<file path="src/rtl/mem_ap_pkg.sv">
package mem_ap_pkg;
  localparam int AP_BANK_W = 4;
  localparam int AP_SCAN_W = 2;
  localparam int CSW_BUSY_BIT = 7;
  localparam int CSW_ERR_BIT  = 1;

  typedef enum logic [1:0] {
    RESP_OK    = 2'b00,
    RESP_WAIT  = 2'b01,
    RESP_FAULT = 2'b10
  } ap_resp_e;

  typedef enum logic [2:0] {
    SEL_CSW,
    SEL_TAR,
    SEL_DRW,
    SEL_IDR,
    SEL_NONE
  } ap_sel_e;
endpackage

</file>
<file path="src/rtl/mem_ap_rst_sync.sv">
module mem_ap_rst_sync #(
  parameter int STAGES = 2
) (
  input  logic clk,
  input  logic rst_n,
  output logic rst_q_n
);
  logic [STAGES-1:0] sync_q;

  always_ff @(posedge clk or negedge rst_n) begin
    if (!rst_n) sync_q <= '0;
    else        sync_q <= {sync_q[STAGES-2:0], 1'b1};
  end

  assign rst_q_n = sync_q[STAGES-1];
endmodule

</file>
<file path="src/rtl/mem_ap_decode.sv">
module mem_ap_decode
  import mem_ap_pkg::*;
(
  input  logic [AP_BANK_W-1:0] bank,
  input  logic [AP_SCAN_W-1:0] scan,
  output ap_sel_e              sel
);
  logic [7:0] offset;

  assign offset = {bank, scan, 2'b00};

  always_comb begin
    case (offset)
      8'h00:   sel = SEL_CSW;
      8'h04:   sel = SEL_TAR;
      8'h0C:   sel = SEL_DRW;
      8'hFC:   sel = SEL_IDR;
      default: sel = SEL_NONE;
    endcase
  end
endmodule

</file>
<file path="src/rtl/mem_ap_bus_seq.sv">
module mem_ap_bus_seq #(
  parameter int ADDR_W = 32,
  parameter int DATA_W = 32
) (
  input  logic              clk,
  input  logic              rst_n,
  input  logic              start,
  input  logic [ADDR_W-1:0] start_addr,
  input  logic              start_write,
  input  logic [DATA_W-1:0] start_wdata,
  output logic              busy,
  output logic              done_err,
  output logic              done_rd_ok,
  output logic              bus_valid,
  output logic [ADDR_W-1:0] bus_addr,
  output logic              bus_write,
  output logic [DATA_W-1:0] bus_wdata,
  input  logic              bus_ready,
  input  logic              bus_error
);
  logic              valid_q, valid_d;
  logic [ADDR_W-1:0] addr_q;
  logic              write_q;
  logic [DATA_W-1:0] wdata_q;
  logic              finish;

  assign finish = valid_q & bus_ready;

  always_comb begin
    valid_d = valid_q;
    if (start)       valid_d = 1'b1;
    else if (finish) valid_d = 1'b0;
  end

  always_ff @(posedge clk or negedge rst_n) begin
    if (!rst_n) begin
      valid_q <= 1'b0;
      addr_q  <= '0;
      write_q <= 1'b0;
      wdata_q <= '0;
    end else begin
      valid_q <= valid_d;
      if (start) begin
        addr_q  <= start_addr;
        write_q <= start_write;
        wdata_q <= start_wdata;
      end
    end
  end

  assign busy       = valid_q;
  assign done_err   = finish & bus_error;
  assign done_rd_ok = finish & ~bus_error & ~write_q;
  assign bus_valid  = valid_q;
  assign bus_addr   = addr_q;
  assign bus_write  = write_q;
  assign bus_wdata  = wdata_q;
endmodule

</file>
<file path="src/rtl/mem_ap_bridge.sv">
module mem_ap_bridge
  import mem_ap_pkg::*;
#(
  parameter int              DATA_W   = 32,
  parameter int              ADDR_W   = 32,
  parameter logic [DATA_W-1:0] ID_VALUE = 32'h1A47_0C35
) (
  input  logic                 clk,
  input  logic                 rst_n,
  input  logic                 req_valid,
  input  logic [AP_BANK_W-1:0] req_bank,
  input  logic [AP_SCAN_W-1:0] req_a,
  input  logic                 req_write,
  input  logic [DATA_W-1:0]    req_wdata,
  output logic                 rsp_ack,
  output logic [1:0]           rsp_resp,
  output logic [DATA_W-1:0]    rsp_rdata,
  output logic                 bus_valid,
  output logic [ADDR_W-1:0]    bus_addr,
  output logic                 bus_write,
  output logic [DATA_W-1:0]    bus_wdata,
  input  logic                 bus_ready,
  input  logic [DATA_W-1:0]    bus_rdata,
  input  logic                 bus_error
);
  logic              rst_q_n;
  ap_sel_e           sel;
  logic              accept, busy, start, err_clr, done_err, done_rd_ok;
  logic              ack_q, ack_d;
  ap_resp_e          resp_q, resp_d;
  logic [DATA_W-1:0] rdata_q, rdata_d;
  logic [ADDR_W-1:0] tar_q, tar_d;
  logic              sticky_q, sticky_d;
  logic [DATA_W-1:0] last_q;

  mem_ap_rst_sync #(.STAGES(2)) u_rst (
    .clk(clk), .rst_n(rst_n), .rst_q_n(rst_q_n)
  );

  mem_ap_decode u_dec (
    .bank(req_bank), .scan(req_a), .sel(sel)
  );

  mem_ap_bus_seq #(.ADDR_W(ADDR_W), .DATA_W(DATA_W)) u_seq (
    .clk(clk), .rst_n(rst_q_n), .start(start), .start_addr(tar_q),
    .start_write(req_write), .start_wdata(req_wdata), .busy(busy),
    .done_err(done_err), .done_rd_ok(done_rd_ok),
    .bus_valid(bus_valid), .bus_addr(bus_addr), .bus_write(bus_write),
    .bus_wdata(bus_wdata), .bus_ready(bus_ready), .bus_error(bus_error)
  );

  assign accept = req_valid & ~ack_q;

  always_comb begin
    ack_d   = accept;
    resp_d  = RESP_OK;
    rdata_d = '0;
    tar_d   = tar_q;
    err_clr = 1'b0;
    start   = 1'b0;
    if (accept) begin
      if (sel == SEL_CSW) begin
        if (req_write) begin
          err_clr = req_wdata[CSW_ERR_BIT];
        end else begin
          rdata_d[CSW_BUSY_BIT] = busy;
          rdata_d[CSW_ERR_BIT]  = sticky_q;
        end
      end else if (busy) begin
        resp_d = RESP_WAIT;
      end else begin
        case (sel)
          SEL_TAR: begin
            if (req_write) tar_d   = req_wdata[ADDR_W-1:0];
            else           rdata_d = DATA_W'(tar_q);
          end
          SEL_DRW: begin
            if (sticky_q) begin
              resp_d = RESP_FAULT;
            end else begin
              start = 1'b1;
              if (!req_write) rdata_d = last_q;
            end
          end
          SEL_IDR: begin
            if (!req_write) rdata_d = ID_VALUE;
          end
          default: ;
        endcase
      end
    end
    sticky_d = (sticky_q & ~err_clr) | done_err;
  end

  always_ff @(posedge clk or negedge rst_q_n) begin
    if (!rst_q_n) begin
      ack_q    <= 1'b0;
      resp_q   <= RESP_OK;
      rdata_q  <= '0;
      tar_q    <= '0;
      sticky_q <= 1'b0;
      last_q   <= '0;
    end else begin
      ack_q    <= ack_d;
      sticky_q <= sticky_d;
      tar_q    <= tar_d;
      if (accept) begin
        resp_q  <= resp_d;
        rdata_q <= rdata_d;
      end
      if (done_rd_ok) last_q <= bus_rdata;
    end
  end

  assign rsp_ack   = ack_q;
  assign rsp_resp  = resp_q;
  assign rsp_rdata = rdata_q;
endmodule

</file>
<file path="config.mk">
export PLATFORM = sky130hd
export DESIGN_NAME = mem_ap_bridge
export DESIGN_NICKNAME = d
export VERILOG_FILES = /design/src/rtl/mem_ap_pkg.sv /design/src/rtl/mem_ap_rst_sync.sv /design/src/rtl/mem_ap_decode.sv /design/src/rtl/mem_ap_bus_seq.sv /design/src/rtl/mem_ap_bridge.sv
export SDC_FILE = /design/constraint.sdc
export NUM_CORES = 1
export LEC_CHECK = 0
export ABC_CLOCK_PERIOD_IN_PS = 6620
export BUFFER_PORTS_ARGS = -buffer_cell sky130_fd_sc_hd__buf_2
export CAP_MARGIN = 0
export CORE_ASPECT_RATIO = 0.7
export CORE_MARGIN = 2
export CORE_UTILIZATION = 53
export CTS_CLUSTER_DIAMETER = 150
export DETAILED_ROUTE_END_ITERATION = 7
export PLACE_DENSITY = 0.8
export SYNTH_ARGS = -nofsm -noshare
export SYNTH_HDL_FRONTEND = slang
export SYNTH_HIERARCHICAL = 1
export SYNTH_SLANG_ARGS = --single-unit
</file>
<file path="constraint.sdc">
create_clock -name clk -period 6.62 [get_ports clk]
set_clock_uncertainty 0.2 [all_clocks]
set_input_delay 1.655 -clock clk [delete_from_list [all_inputs] [get_ports clk]]
set_output_delay 1.655 -clock clk [all_outputs]
set_load 0.05 [all_outputs]
</file>
; ---- Word level (Yosys, flattened, before mapping)
; Index checks and enable logic that the tools add are counted.
[totals]
register_bits = 168
input_bits = 76
output_inout_bits = 101
[classes]
eq_ne = 6
n_mux = 28
bitwise_logic = 13
reduce_logical = 4
[op_table]
columns = operator, n
row1 = $mux 32, 4
row2 = $pmux 32 s3, 1
row3 = $mux 29, 1
row4 = $mux 24, 1
row5 = $mux 1, 15
row6 = $pmux 3 s4, 1
row7 = $logic_not 8->1, 1
row8 = $mux 2, 4
row9 = $and 1x1->1, 6
row10 = $eq 3x2->1 const B, 2
row11 = $eq 6x1->1 const B, 1
row12 = $eq 6x2->1 const B, 1
row13 = $eq 6x6->1 const B, 1
row14 = $not 1->1, 6
row15 = $mux 5, 1
row16 = $reduce_and 5->1, 1
row17 = $eq 3x1->1 const B, 1
row18 = $logic_not 3->1, 1
row19 = $reduce_bool 2->1, 1
row20 = $or 1x1->1, 1

; ---- Depth between registers and ports, before layout
[logic_depth]
word_depth = 8
depth_mapped = 9
depth_no_buf = 5

; ---- By module
; The synthesis kept the hierarchy.
[by_module_without_submodules]
columns = mod, n_inst, cells_per_inst, area_per_inst_um2
row1 = mem_ap_bridge, 1, 340, 4274.1
row2 = mem_ap_bus_seq, 1, 144, 2630.0
row3 = mem_ap_decode, 1, 8, 53.8
row4 = mem_ap_rst_sync, 1, 3, 53.8

; ---- Least setup slack after synthesis
; Ideal clock, no wire load.
[synth_timing]
kind = input to register
start = in req_bank[1]
end = reg u_seq.addr_q[0], in the netlist u_seq/bus_addr[0]
setup_time_ps = 125
arrival_ps = 3954
required_ps = 6295
setup_slack_ps = 2341
path_stages = 9
path_buffers = 4
cell_sequence = or4_4 > a21oi_1 > nor2b_1 > buf_2 > clkbuf_1 > and3_2 > buf_6 > buf_6 > mux2_4
[synth_via]
elab_chain_len = 7
elab_cells_between_ends = 11
cone_classes = 4 x eq/ne / 5 x mux / 2 x reduce/logical
[synth_rtl]
columns = element, line_no
row1 = "start, declared", mem_ap_bridge.sv:11  ; input logic [AP_BANK_W-1:0] req_bank,
row2 = $eq 6x6->1 (tied with other cells), mem_ap_decode.sv:13  ; case (offset)
row3 = $pmux 3 s4 *, mem_ap_decode.sv:13
row4 = via sel[1], mem_ap_bridge.sv:27  ; ap_sel_e sel;
row5 = $eq 3x2->1, mem_ap_bridge.sv:72  ; case (sel)
row6 = $mux 1, mem_ap_bridge.sv:72
row7 = $mux 1, mem_ap_bridge.sv:69  ; end else if (busy) begin
row8 = $mux 1 *, mem_ap_bridge.sv:62  ; if (sel == SEL_CSW) begin
row9 = $mux 1 *, mem_ap_bridge.sv:61  ; if (accept) begin
row10 = via start, mem_ap_bridge.sv:28  ; logic accept, busy, start, err_clr, done_err, done_rd_ok;
row11 = "end signal, assigned", mem_ap_bus_seq.sv:44  ; addr_q <= start_addr;
row12 = "end, declared", mem_ap_bus_seq.sv:22  ; logic [ADDR_W-1:0] addr_q;
; The timed path passes the listed nets; every way through them passes the cells marked *.
; A chain may end at the register's enable or synchronous reset.

; ---- Worst setup path in the final report
[layout_timing]
start = in req_bank[1]
end = reg u_seq.addr_q[5], in the netlist u_seq/bus_addr[5]
; Same word-level chain as after synthesis.

==> summary.txt <==
Clock tree
  – CTS Buf Count: 17
  – Buffers from clock root to sink, at most: 2
  – CTS sink cnt: 168
  – Hold-fix buffers, CTS: 0
  – Post-CTS Setup Bufs: 0
  – Later-pin clock latency in the skew report: 0.42 ns
  – CTS clk-pin slew, worst paths: about 0.070 ns
  – Root Buffer: clkbuf_16
  – CTS tree: yes
  – H-tree Lvls: 4
  – Post-CTS sizing: 0

Power
  – Final total power: 2.134 mW
  – Leakage: 4.441 nW
  – Worst vdd ir: roughly 0.00017 V
  – Pwr Density: ~250 nW/um^2

Timing
  – Final setup margin: 1.945 ns
  – Setup_tns: 0 ns
  – Slew headroom: 20.57%
  – Final Hold Vio Count: 0
  – Final setup vio count: 0
  – Fmax: 0.2139 GHz
  – Worst slew pin tran: 1.192 ns
  – Post-route minimum period: around 4.7 ns
  – Fin. max-slew vios: 0
  – RSZ-0062 raised after global routing: false
  – Post-route clock period utilization: roughly 71%

Critical path
  – CP arrival: 4.77 ns
  – Worst Setup End Kind: flip-flop
  – Crit Path Category: primary input to flip-flop
  – CP required: 6.71 ns
  – Worst Path Max Fanout: between 60 and 70
  – Crit path launch type: primary input

Floorplan
  – Row cnt: 35
  – Die span in x: 141.5 um
  – Starting density of the core: roughly 54%
  – Ports: 177
  – Die height: 100.2 um
  – Full die area: 14,180 sq um
  – Core area: 13,050 sq um

Logic synthesis
  – Sequential area share after synthesis: approximately three fifths
  – Asr flop ratio synth: 100.0%
  – Number of synthesis warnings: 6
  – Cell count after synthesis: 495
  – Post-synthesis register bit count: 168
  – Synth Area per Inst: 14.17 sq um
  – Ys flop type: dfrtp_1
  – Post-synth top cells: dfrtp_1 (168), mux2_4 (69), nand2_1 (48)
  – Top cells by area, synth: dfrtp_1 (60%), mux2_4 (15%), mux2_2 (7.5%), nand2_1 (2.6%), o21ai_0 (2.5%)
  – Synth top area share: about three fifths
  – Most frequent cell after synthesis: dfrtp_1
  – Post-synth EDFFs: 0
  – Synth unique cells: 37
  – Cell type with the highest aggregate area in the netlist: dfrtp_1
  – Cell Area, Synth: around 7000 sq um
  – Mapped Nets: approximately 570

Job
  – Max-Cap Viols: 0

Global routing
  – Gr ovfl total: 0
  – GRT Total Usage: a little under a quarter
  – Largest net degree at the start of global routing: 90
  – Vias in the first global route: between 4,000 and 5,000
  – First-pass GRT wire length: 26,090 um
  – Initial antenna violation count: 1

Place
  – Post-DP Area: 7936 sq um
  – GPL Wtd Cong: 0.8261
  – Placement Setup Slack: between 1.5 and 2 ns
  – Port Buffers: 176
  – Placed cells: 810
  – Post-DP HPWL: 10,880 um

Detailed routing
  – Drt first pass iters: 5
  – Vias per std cell: about 5.6
  – Routed vias: 4,724
  – WL final: roughly 16,000 um
  – Initial DRC count: 226
  – Post-route ant nets: 0
  – DR WL/cell: a little under 20 um
  – DRC: 0

Final layout
  – Layout cell share with drive strength beyond 1: 49.85%
  – Area grow syn2layout: 21.65%
  – # fillers: 957
  – Fin area: about 8500 sq um
  – Area of the multi-input gates: 2542 sq um
  – Non-Filler Instances: 843
  – Final nets: between 700 and 800
  – Register area: 4208 sq um

Outcome
  – Status: complete, no violations

Worst hold path
  – Worst min path class: flip-flop to flip-flop
==> cell usage in the layout (no fill, tap or decap), types with 3 or more instances in the layout <==
cell | netlist | final
o21ai_0 | 35 | 35
clkbuf_16 | 0 | 17
o221ai_1 | 9 | 9
mux2_4 | 69 | 69
o211ai_1 | 9 | 9
nand2_1 | 48 | 48
clkinv_4 | 0 | 3
clkinvlp_4 | 0 | 5
dfrtp_1 | 168 | 167
buf_2 | 7 | 176
nor2_1 | 13 | 13
a32oi_1 | 19 | 19
inv_1 | 15 | 15
mux2_2 | 47 | 47
buf_4 | 1 | 5
==> metrics by stage <==
stage,util (%),hold WS [ns]
4_1_cts,65.34,0.1515
5_1_grt,65.34,0.1592
3_5_place_dp,60.82,0.1364
2_1_floorplan,-,0.1312
6_report,65.36,0.1498
3_3_place_gp,60.82,0.1388
==> critical path, cell delays in order <==
cell and delay (ns):
buf_2 0.10, or4_4 0.55, o22ai_1 0.55, clkinv_1 0.72, and3_4 0.71, mux2_4 0.44
==> cells by family after synthesis <==
| group | count (synthesis) | share of synthesized area [%] |
|---|---|---|
| AOI/OAI and AO/OA | 80 | 7.780 |
| buffers and inverters | 48 | 4.086 |
| DFF | 168 | 59.96 |
| muxes | 116 | 22.32 |
| other | 1 | 0.05348 |
| and+or+nand+nor | 82 | 5.799 |
==> routing by layer <==
metal / up-vias / share of wire (%) / global-route usage [%]
met4: 2 / 1.3 / 7.231
met2: 200 / 48 / 38.80
li1: 2105 / - / -
met1: 2394 / 43 / 31.97
met3: 23 / 7.7 / 6.632
met5: - / 0.067 / 0
==> registers in the layout (all words and copies together), names as in the netlist <==
name and cells:
u_seq/bus_addr 32, u_seq/bus_wdata 32, tar_q 32, rsp_rdata 32, rsp_resp 2, rsp_ack 1, u_rst/sync_q 2, u_seq/bus_valid 1
u_seq/bus_write 1, sticky_q 1, last_q 32
==> path summary, 6_finish.rpt <==
check / depth (start not counted) / slack, ns / end / from
max: 6 / 1.95 / u_seq/bus_addr[5] / req_bank[1]
min: 0 / 0.15 / u_rst/sync_q[1] / u_rst/sync_q[0]
max reg2reg: 3 / 3.84 / tar_q[25] / u_seq/bus_valid
min reg2reg: 0 / 0.15 / u_rst/sync_q[1] / u_rst/sync_q[0]
max in group asynchronous: 1 / 4.21 / rsp_rdata[8] / u_rst/sync_q[1]
min in group asynchronous: 0 / 0.34 / rsp_rdata[22] / u_rst/sync_q[1]
==> where the power goes <==
part	total, mW	switching [mW]	internal, mW
Sequential	1.05	0.0174	1.04
Clock	0.990	0.418	0.572
Combinational	0.0894	0.0567	0.0327
Total	2.13	0.492	1.64
==> area by class of cell <==
cell class | instances | share of cell area (%)
flip-flops and latches | 168 | 49.33
multi-input cells | 279 | 29.81
repair buffers | 181 | 10.77
clock buffers | 20 | 5.237
well taps | 166 | 2.435
clock inverters | 12 | 1.687
inverters | 16 | 0.7041
diodes | 1 | 0.02934
Power figures use the tool's default switching activity.
